`src/rtl/ocp_pkg.sv`:
```
package ocp_pkg;

  typedef enum logic [1:0] {
    CH_RUN     = 2'd0,
    CH_WAIT    = 2'd1,
    CH_RESTART = 2'd2
  } ch_state_e;

  // Retry length in clock cycles, never below one.
  function automatic longint timeout_cycles(longint clk_hz, longint time_us);
    longint c;
    c = (clk_hz * time_us) / 64'd1000000;
    if (c < 1) c = 1;
    return c;
  endfunction

endpackage

```
`src/rtl/ocp_follow_map.sv`:
```
module ocp_follow_map #(
  parameter int NCH = 4
) (
  input  logic [NCH-1:0]          new_fault,
  input  logic [NCH-1:0][NCH-1:0] follow_cfg,
  output logic [NCH-1:0]          trip
);

  // A channel trips on its own new fault or as a direct follower of one;
  // only the leader's mask is read, so there is no second hop.
  function automatic logic [NCH-1:0] follow_trip(
    input logic [NCH-1:0]          nf,
    input logic [NCH-1:0][NCH-1:0] cfg
  );
    logic [NCH-1:0] r;
    r = nf;
    for (int j = 0; j < NCH; j++) begin
      if (nf[j]) r = r | cfg[j];
    end
    return r;
  endfunction

  assign trip = follow_trip(new_fault, follow_cfg);

endmodule

```
`src/rtl/ocp_chan_fsm.sv`:
```
module ocp_chan_fsm
  import ocp_pkg::*;
#(
  parameter int          CNT_W = 24,
  parameter logic [CNT_W-1:0] LOAD = '1
) (
  input  logic clk,
  input  logic rst_n,
  input  logic oc,
  input  logic trip,
  output logic new_fault,
  output logic pwm_en,
  output logic soft_start_req
);

  ch_state_e        state;
  logic [CNT_W-1:0] cnt;
  logic             waiting;
  logic             timer_done;

  assign waiting    = (state == CH_WAIT);
  assign timer_done = waiting && (cnt == '0);
  assign new_fault  = oc && !waiting;

  always_ff @(posedge clk) begin
    if (!rst_n) begin
      state <= CH_RUN;
      cnt   <= '0;
    end else begin
      unique case (state)
        CH_WAIT: begin
          if (timer_done) state <= CH_RESTART;
          else            cnt   <= cnt - 1'b1;
        end
        default: begin
          if (trip) begin
            state <= CH_WAIT;
            cnt   <= LOAD;
          end else begin
            state <= CH_RUN;
          end
        end
      endcase
    end
  end

  assign pwm_en         = !waiting && !trip;
  assign soft_start_req = (state == CH_RESTART) && !trip;


  trip_loads_chk: assert property (@(posedge clk) disable iff (!rst_n)
    (trip && !waiting) |=> (waiting && cnt == LOAD));


  no_reload_chk: assert property (@(posedge clk) disable iff (!rst_n)
    (waiting && cnt != '0) |=> (waiting && cnt == $past(cnt) - 1'b1));


  ss_single_chk: assert property (@(posedge clk) disable iff (!rst_n)
    soft_start_req |=> !soft_start_req);


  ss_after_wait_chk: assert property (@(posedge clk) disable iff (!rst_n)
    soft_start_req |-> $past(waiting));

endmodule

```
`src/rtl/ocp_regs.sv`:
```
module ocp_regs #(
  parameter int NCH = 4,
  parameter int AW  = 3
) (
  input  logic                    clk,
  input  logic                    rst_n,
  input  logic                    wr,
  input  logic [AW-1:0]           addr,
  input  logic [NCH-1:0]          wdata,
  input  logic [NCH-1:0]          set_flags,
  output logic [NCH-1:0][NCH-1:0] follow_cfg,
  output logic [NCH-1:0]          rdata
);

  logic [NCH-1:0] flags;
  logic           flag_sel;
  logic [NCH-1:0] clr_mask;

  assign flag_sel = (addr == '0);
  assign clr_mask = (wr && flag_sel) ? wdata : '0;

  // set after clear, so a new trip wins over a simultaneous clear
  always_ff @(posedge clk) begin
    if (!rst_n) flags <= '0;
    else        flags <= (flags & ~clr_mask) | set_flags;
  end

  for (genvar k = 0; k < NCH; k++) begin : g_cfg
    always_ff @(posedge clk) begin
      if (!rst_n)                              follow_cfg[k] <= '0;
      else if (wr && addr == AW'(k + 1))       follow_cfg[k] <= wdata;
    end
  end

  always_comb begin
    rdata = '0;
    if (flag_sel) rdata = flags;
    for (int k = 0; k < NCH; k++) begin
      if (addr == AW'(k + 1)) rdata = follow_cfg[k];
    end
  end


  flag_sets_chk: assert property (@(posedge clk) disable iff (!rst_n)
    1'b1 |=> ((flags & $past(set_flags)) == $past(set_flags)));


  flag_clear_only_chk: assert property (@(posedge clk) disable iff (!rst_n)
    !(wr && flag_sel) |=> (($past(flags) & ~flags) == '0));

endmodule

```
`src/rtl/ocp_restart_ctrl.sv`:
```
module ocp_restart_ctrl
  import ocp_pkg::*;
#(
  parameter int     NCH        = 4,
  parameter longint CLK_HZ     = 50000000,
  parameter longint TIMEOUT_US = 200000,
  localparam int    AW         = $clog2(NCH + 1)
) (
  input  logic           clk,
  input  logic           rst_n,
  input  logic [NCH-1:0] oc_in,
  input  logic           reg_wr,
  input  logic [AW-1:0]  reg_addr,
  input  logic [NCH-1:0] reg_wdata,
  output logic [NCH-1:0] reg_rdata,
  output logic [NCH-1:0] pwm_en,
  output logic [NCH-1:0] soft_start_req
);

  localparam longint TO_CYC = timeout_cycles(CLK_HZ, TIMEOUT_US);
  localparam int     CNT_W  = $clog2(TO_CYC + 1);
  localparam logic [CNT_W-1:0] LOAD = CNT_W'(TO_CYC - 1);

  logic [NCH-1:0]          new_fault;
  logic [NCH-1:0]          trip;
  logic [NCH-1:0][NCH-1:0] follow_cfg;

  ocp_follow_map #(.NCH(NCH)) u_map (
    .new_fault  (new_fault),
    .follow_cfg (follow_cfg),
    .trip       (trip)
  );

  for (genvar i = 0; i < NCH; i++) begin : g_ch
    ocp_chan_fsm #(.CNT_W(CNT_W), .LOAD(LOAD)) u_ch (
      .clk            (clk),
      .rst_n          (rst_n),
      .oc             (oc_in[i]),
      .trip           (trip[i]),
      .new_fault      (new_fault[i]),
      .pwm_en         (pwm_en[i]),
      .soft_start_req (soft_start_req[i])
    );
  end

  ocp_regs #(.NCH(NCH), .AW(AW)) u_regs (
    .clk        (clk),
    .rst_n      (rst_n),
    .wr         (reg_wr),
    .addr       (reg_addr),
    .wdata      (reg_wdata),
    .set_flags  (new_fault),
    .follow_cfg (follow_cfg),
    .rdata      (reg_rdata)
  );


  oc_blocks_drive_chk: assert property (@(posedge clk) disable iff (!rst_n)
    (oc_in & pwm_en) == '0);


  follower_needs_leader_chk: assert property (@(posedge clk) disable iff (!rst_n)
    ((trip & ~new_fault) != '0) |-> (new_fault != '0));

endmodule

```
`config.mk`:
```
export PLATFORM = sky130hd
export DESIGN_NAME = ocp_restart_ctrl
export DESIGN_NICKNAME = d
export VERILOG_FILES = /design/src/rtl/ocp_pkg.sv /design/src/rtl/ocp_follow_map.sv /design/src/rtl/ocp_chan_fsm.sv /design/src/rtl/ocp_regs.sv /design/src/rtl/ocp_restart_ctrl.sv
export SDC_FILE = /design/constraint.sdc
export NUM_CORES = 1
export LEC_CHECK = 0
export ABC_CLOCK_PERIOD_IN_PS = 3300
export BUFFER_PORTS_ARGS = -buffer_cell sky130_fd_sc_hd__buf_2
export CAP_MARGIN = 20
export CORE_MARGIN = 5
export CORE_UTILIZATION = 24
export CTS_CLUSTER_DIAMETER = 200
export CTS_CLUSTER_SIZE = 28
export DETAILED_ROUTE_END_ITERATION = 10
export GPL_ROUTABILITY_DRIVEN = 1
export HOLD_SLACK_MARGIN = 0.02
export PLACE_DENSITY = 0.35
export RECOVER_POWER = 50
export SLEW_MARGIN = 40
export SYNTH_ARGS = -nofsm -noshare
export SYNTH_HDL_FRONTEND = slang
export SYNTH_SLANG_ARGS = --single-unit
export TNS_END_PERCENT = 50
```
`constraint.sdc`:
```
create_clock -name clk -period 3.3 [get_ports clk]
set_input_delay 0.165 -clock clk [delete_from_list [all_inputs] [get_ports clk]]
set_output_delay 0.165 -clock clk [all_outputs]
set_load 0.05 [all_outputs]
```
==> results.sh <==
export IMPL_clockBufferDepth=2
export IMPL_placed_cell_area_um2=7250
export IMPL_utilization=0.281
export IMPL_die_h_um=177
export IMPL_yosys_area_share_simple=0.297
export IMPL_nets=821
export IMPL_post_cts_setup_buffers=0
export IMPL_synth_top_family_by_area="simple AND/OR/NAND/NOR gates"
export IMPL_yosys_warnings=0
export IMPL_worst_endpoint_arrival_ps=3200
export IMPL_maxSlewViolCount=0
export IMPL_cts_hold_buf=0
export IMPL_antenna_found_initial=0
export IMPL_clk_latency_ps=420
export IMPL_synth_area_leader_cell="dfxtp_1"
export IMPL_seqPwrFrac=0.393
export IMPL_ys_async_sr_fraction=0
export IMPL_synthAdderAreaFrac=0.0150
export IMPL_areaGrowthSynthToFinish_pct=16.0
export IMPL_grt_first_pass_wirelength_mm=33.0
export IMPL_p_leak_nw=2.59
export IMPL_synth_xor_area_frac=0.00654
export IMPL_ir_worst_vdd_mv=0.227
export IMPL_fin_crit_sh=0.869
export IMPL_share_comb_of_total_power=0.176
export IMPL_grt_overflow_total=0
export IMPL_drv_cap=0
export IMPL_synth_cell_types=58
export IMPL_syn_inst=786
export IMPL_setup_viol=0
export IMPL_worst_slew_pin_slew_ps=1070
export IMPL_drtIter0Drc=361
export IMPL_tns_ps=0
export IMPL_path_class="flip-flop to flip-flop"
export IMPL_design_area_um2=7770
export IMPL_drive_above_1_share=0.121
export IMPL_dp_hpwl_mm=14.4
export IMPL_end_kind="flip-flop"
export IMPL_p_sw_w=0.00130
export IMPL_cts_tree="yes"
export IMPL_post_drt_via_cell_ratio=5.33
export IMPL_wl_per_cell_um=17.4
export IMPL_pwr_share_clk=0.431
export IMPL_rsz0062_at_grt="no"
export IMPL_ys_flop_type="dfxtp_1"
export IMPL_gp_congestion=0.778
export IMPL_yosysSeqAreaShare=0.371
export IMPL_postSynthAreaPerCell_um2=8.52
export IMPL_cts_resized=0
export IMPL_worst_setup_path_start_kind="flip-flop"
export IMPL_routed_wl_mm=20.8
export IMPL_drc_errors=0
export IMPL_synth_compound_area_share=0.217
export IMPL_fin_total_pwr_w=0.00433
export IMPL_vias=6348
export IMPL_synth_top_cell_area_share=0.371
export IMPL_htreeDepth=4
export IMPL_synth_area_leaders="dfxtp_1, or4_1, o31ai_1"
export IMPL_clock_skew_ps=14.9
export IMPL_cp_max_fo=15
export IMPL_synth_edff_count=0
export IMPL_cp_required_ps=3640
export IMPL_numCtsBuffers=17
export IMPL_cts_sinks=124
export IMPL_grt_max_degree=34
export IMPL_finalHoldViolations=0
export IMPL_cts_root_buf="clkbuf_16"
export IMPL_start_util=0.242
export IMPL_layout_setup_ws_ps=433
export IMPL_pre_cts_slack_ps=661
export IMPL_p_per_area_nw_per_um2=558
export IMPL_synthMuxAreaShare=0.0434
export IMPL_syn_area_um2=6700
export IMPL_portBuffers=25
export IMPL_synth_seq_cells=124
export IMPL_dieArea_um2=31300
export IMPL_relSlewSlack=0.284
export IMPL_first_pass_iters=5
export IMPL_min_period_ps=2870
export IMPL_p_int_w=0.00303
export IMPL_core_area_um2=27600
export IMPL_boundaryPins=26
export IMPL_grt_pass1_vias=6093
export IMPL_grt_usage=0.132
export IMPL_status="completed"
export IMPL_power_switching_share=0.301
export IMPL_rows=61
export IMPL_max_freq_mhz=349
export IMPL_die_w_um=177
export IMPL_hold_path_class="input port to flip-flop"
export IMPL_diodes=0
export IMPL_clk_pin_slew_worst_paths_ps=70
export IMPL_syn_nets=808
export IMPL_ant_nets=0
## path summary, 6_finish.rpt
check,cells after the start,to,startpoint,slack [ps]
max,6,g_ch[3].u_ch.cnt[18],g_ch[1].u_ch.state[0],430
min,3,u_regs.follow_cfg[12],reg_wdata[0],70
max reg2reg,6,g_ch[3].u_ch.cnt[18],g_ch[1].u_ch.state[0],430
min reg2reg,2,g_ch[3].u_ch.cnt[5],g_ch[3].u_ch.cnt[5],470
## cell usage in the layout (no fill, tap or decap), types with 20 or more instances in the layout
master	netlist	layout
dfxtp_1	124	124
or4_1	69	69
o31ai_1	53	53
nor2_1	46	47
nand2_1	43	43
a21oi_1	42	42
a31oi_1	33	33
or3_1	31	31
nor4_1	28	29
nor3_1	28	27
mux2i_1	20	20
## worst max-delay path: stages, from the launching register on
cell,delay (ps)
dfxtp_1,330
nor2b_1,530
o22ai_1,360
o31ai_1,300
clkbuf_1,630
nand2_1,410
a21oi_1,220
## per-layer routing
metal | share of wire | vias to the layer above | wire [um] | global-route usage
li1 | - | 3136 | - | -
met1 | 0.48 | 3039 | 9940 | 0.179
met2 | 0.46 | 152 | 9570 | 0.212
met3 | 0.044 | 21 | 921 | 0.0226
met4 | 0.016 | 0 | 328 | 0.0490
met5 | 0 | - | 0 | 0
## stage by stage
step | hold WS (ps) | std cells
3_5_place_dp | 463 | 1158
2_1_floorplan | 309 | 786
6_report | 70.2 | 1190
5_1_grt | 74.1 | 1190
3_3_place_gp | 468 | 1158
4_1_cts | 48.7 | 1190
## cell families after synthesis
family | after synthesis
simple gates | 338
compound gates | 211
flops | 124
buf+inv | 76
mux | 24
fa+ha+maj | 8
xor+xnor | 5
## state kept, by name (all words and copies together) (netlist names)
register           cells
g_ch.u_ch.cnt         96
g_ch.u_ch.state        8
u_regs.flags           4
u_regs.follow_cfg     16
## cells in the mapped netlist (10+ instances only)
master and number:
nand2_1 43, a31oi_1 33, or4_1 69, or2_2 16
o31ai_1 53, nand2b_1 16, o31a_1 10, nand4_1 10
mux2i_1 20, nor4_1 28, nor3_1 28, inv_1 19
nor2_1 46, or3_1 31, nand3_1 19, o21ai_0 16
a21oi_1 42, dfxtp_1 124, clkbuf_1 35
## final cells by class
type	count	area, um^2
Inverter	20	75.1
Fill cell	3018	19900
Clock inverter	11	119
Clock buffer	21	460
Multi-Input combinational cell	586	3870
Tap cell	378	473
Timing Repair Buffer	50	283
Sequential cell	124	2480
## power by group through the flow
stage | clock network (W) | registers (W) | logic (W)
detailed placement | 0 | 0.00173 | 0.000773
finish | 0.00187 | 0.00170 | 0.000762
global placement | 0 | 0.00173 | 0.000763
global route | 0.00198 | 0.00172 | 0.000855
CTS | 0.00192 | 0.00170 | 0.000776
floorplan | 0 | 0.00170 | 0.000574
Power figures use the tool's default switching activity.
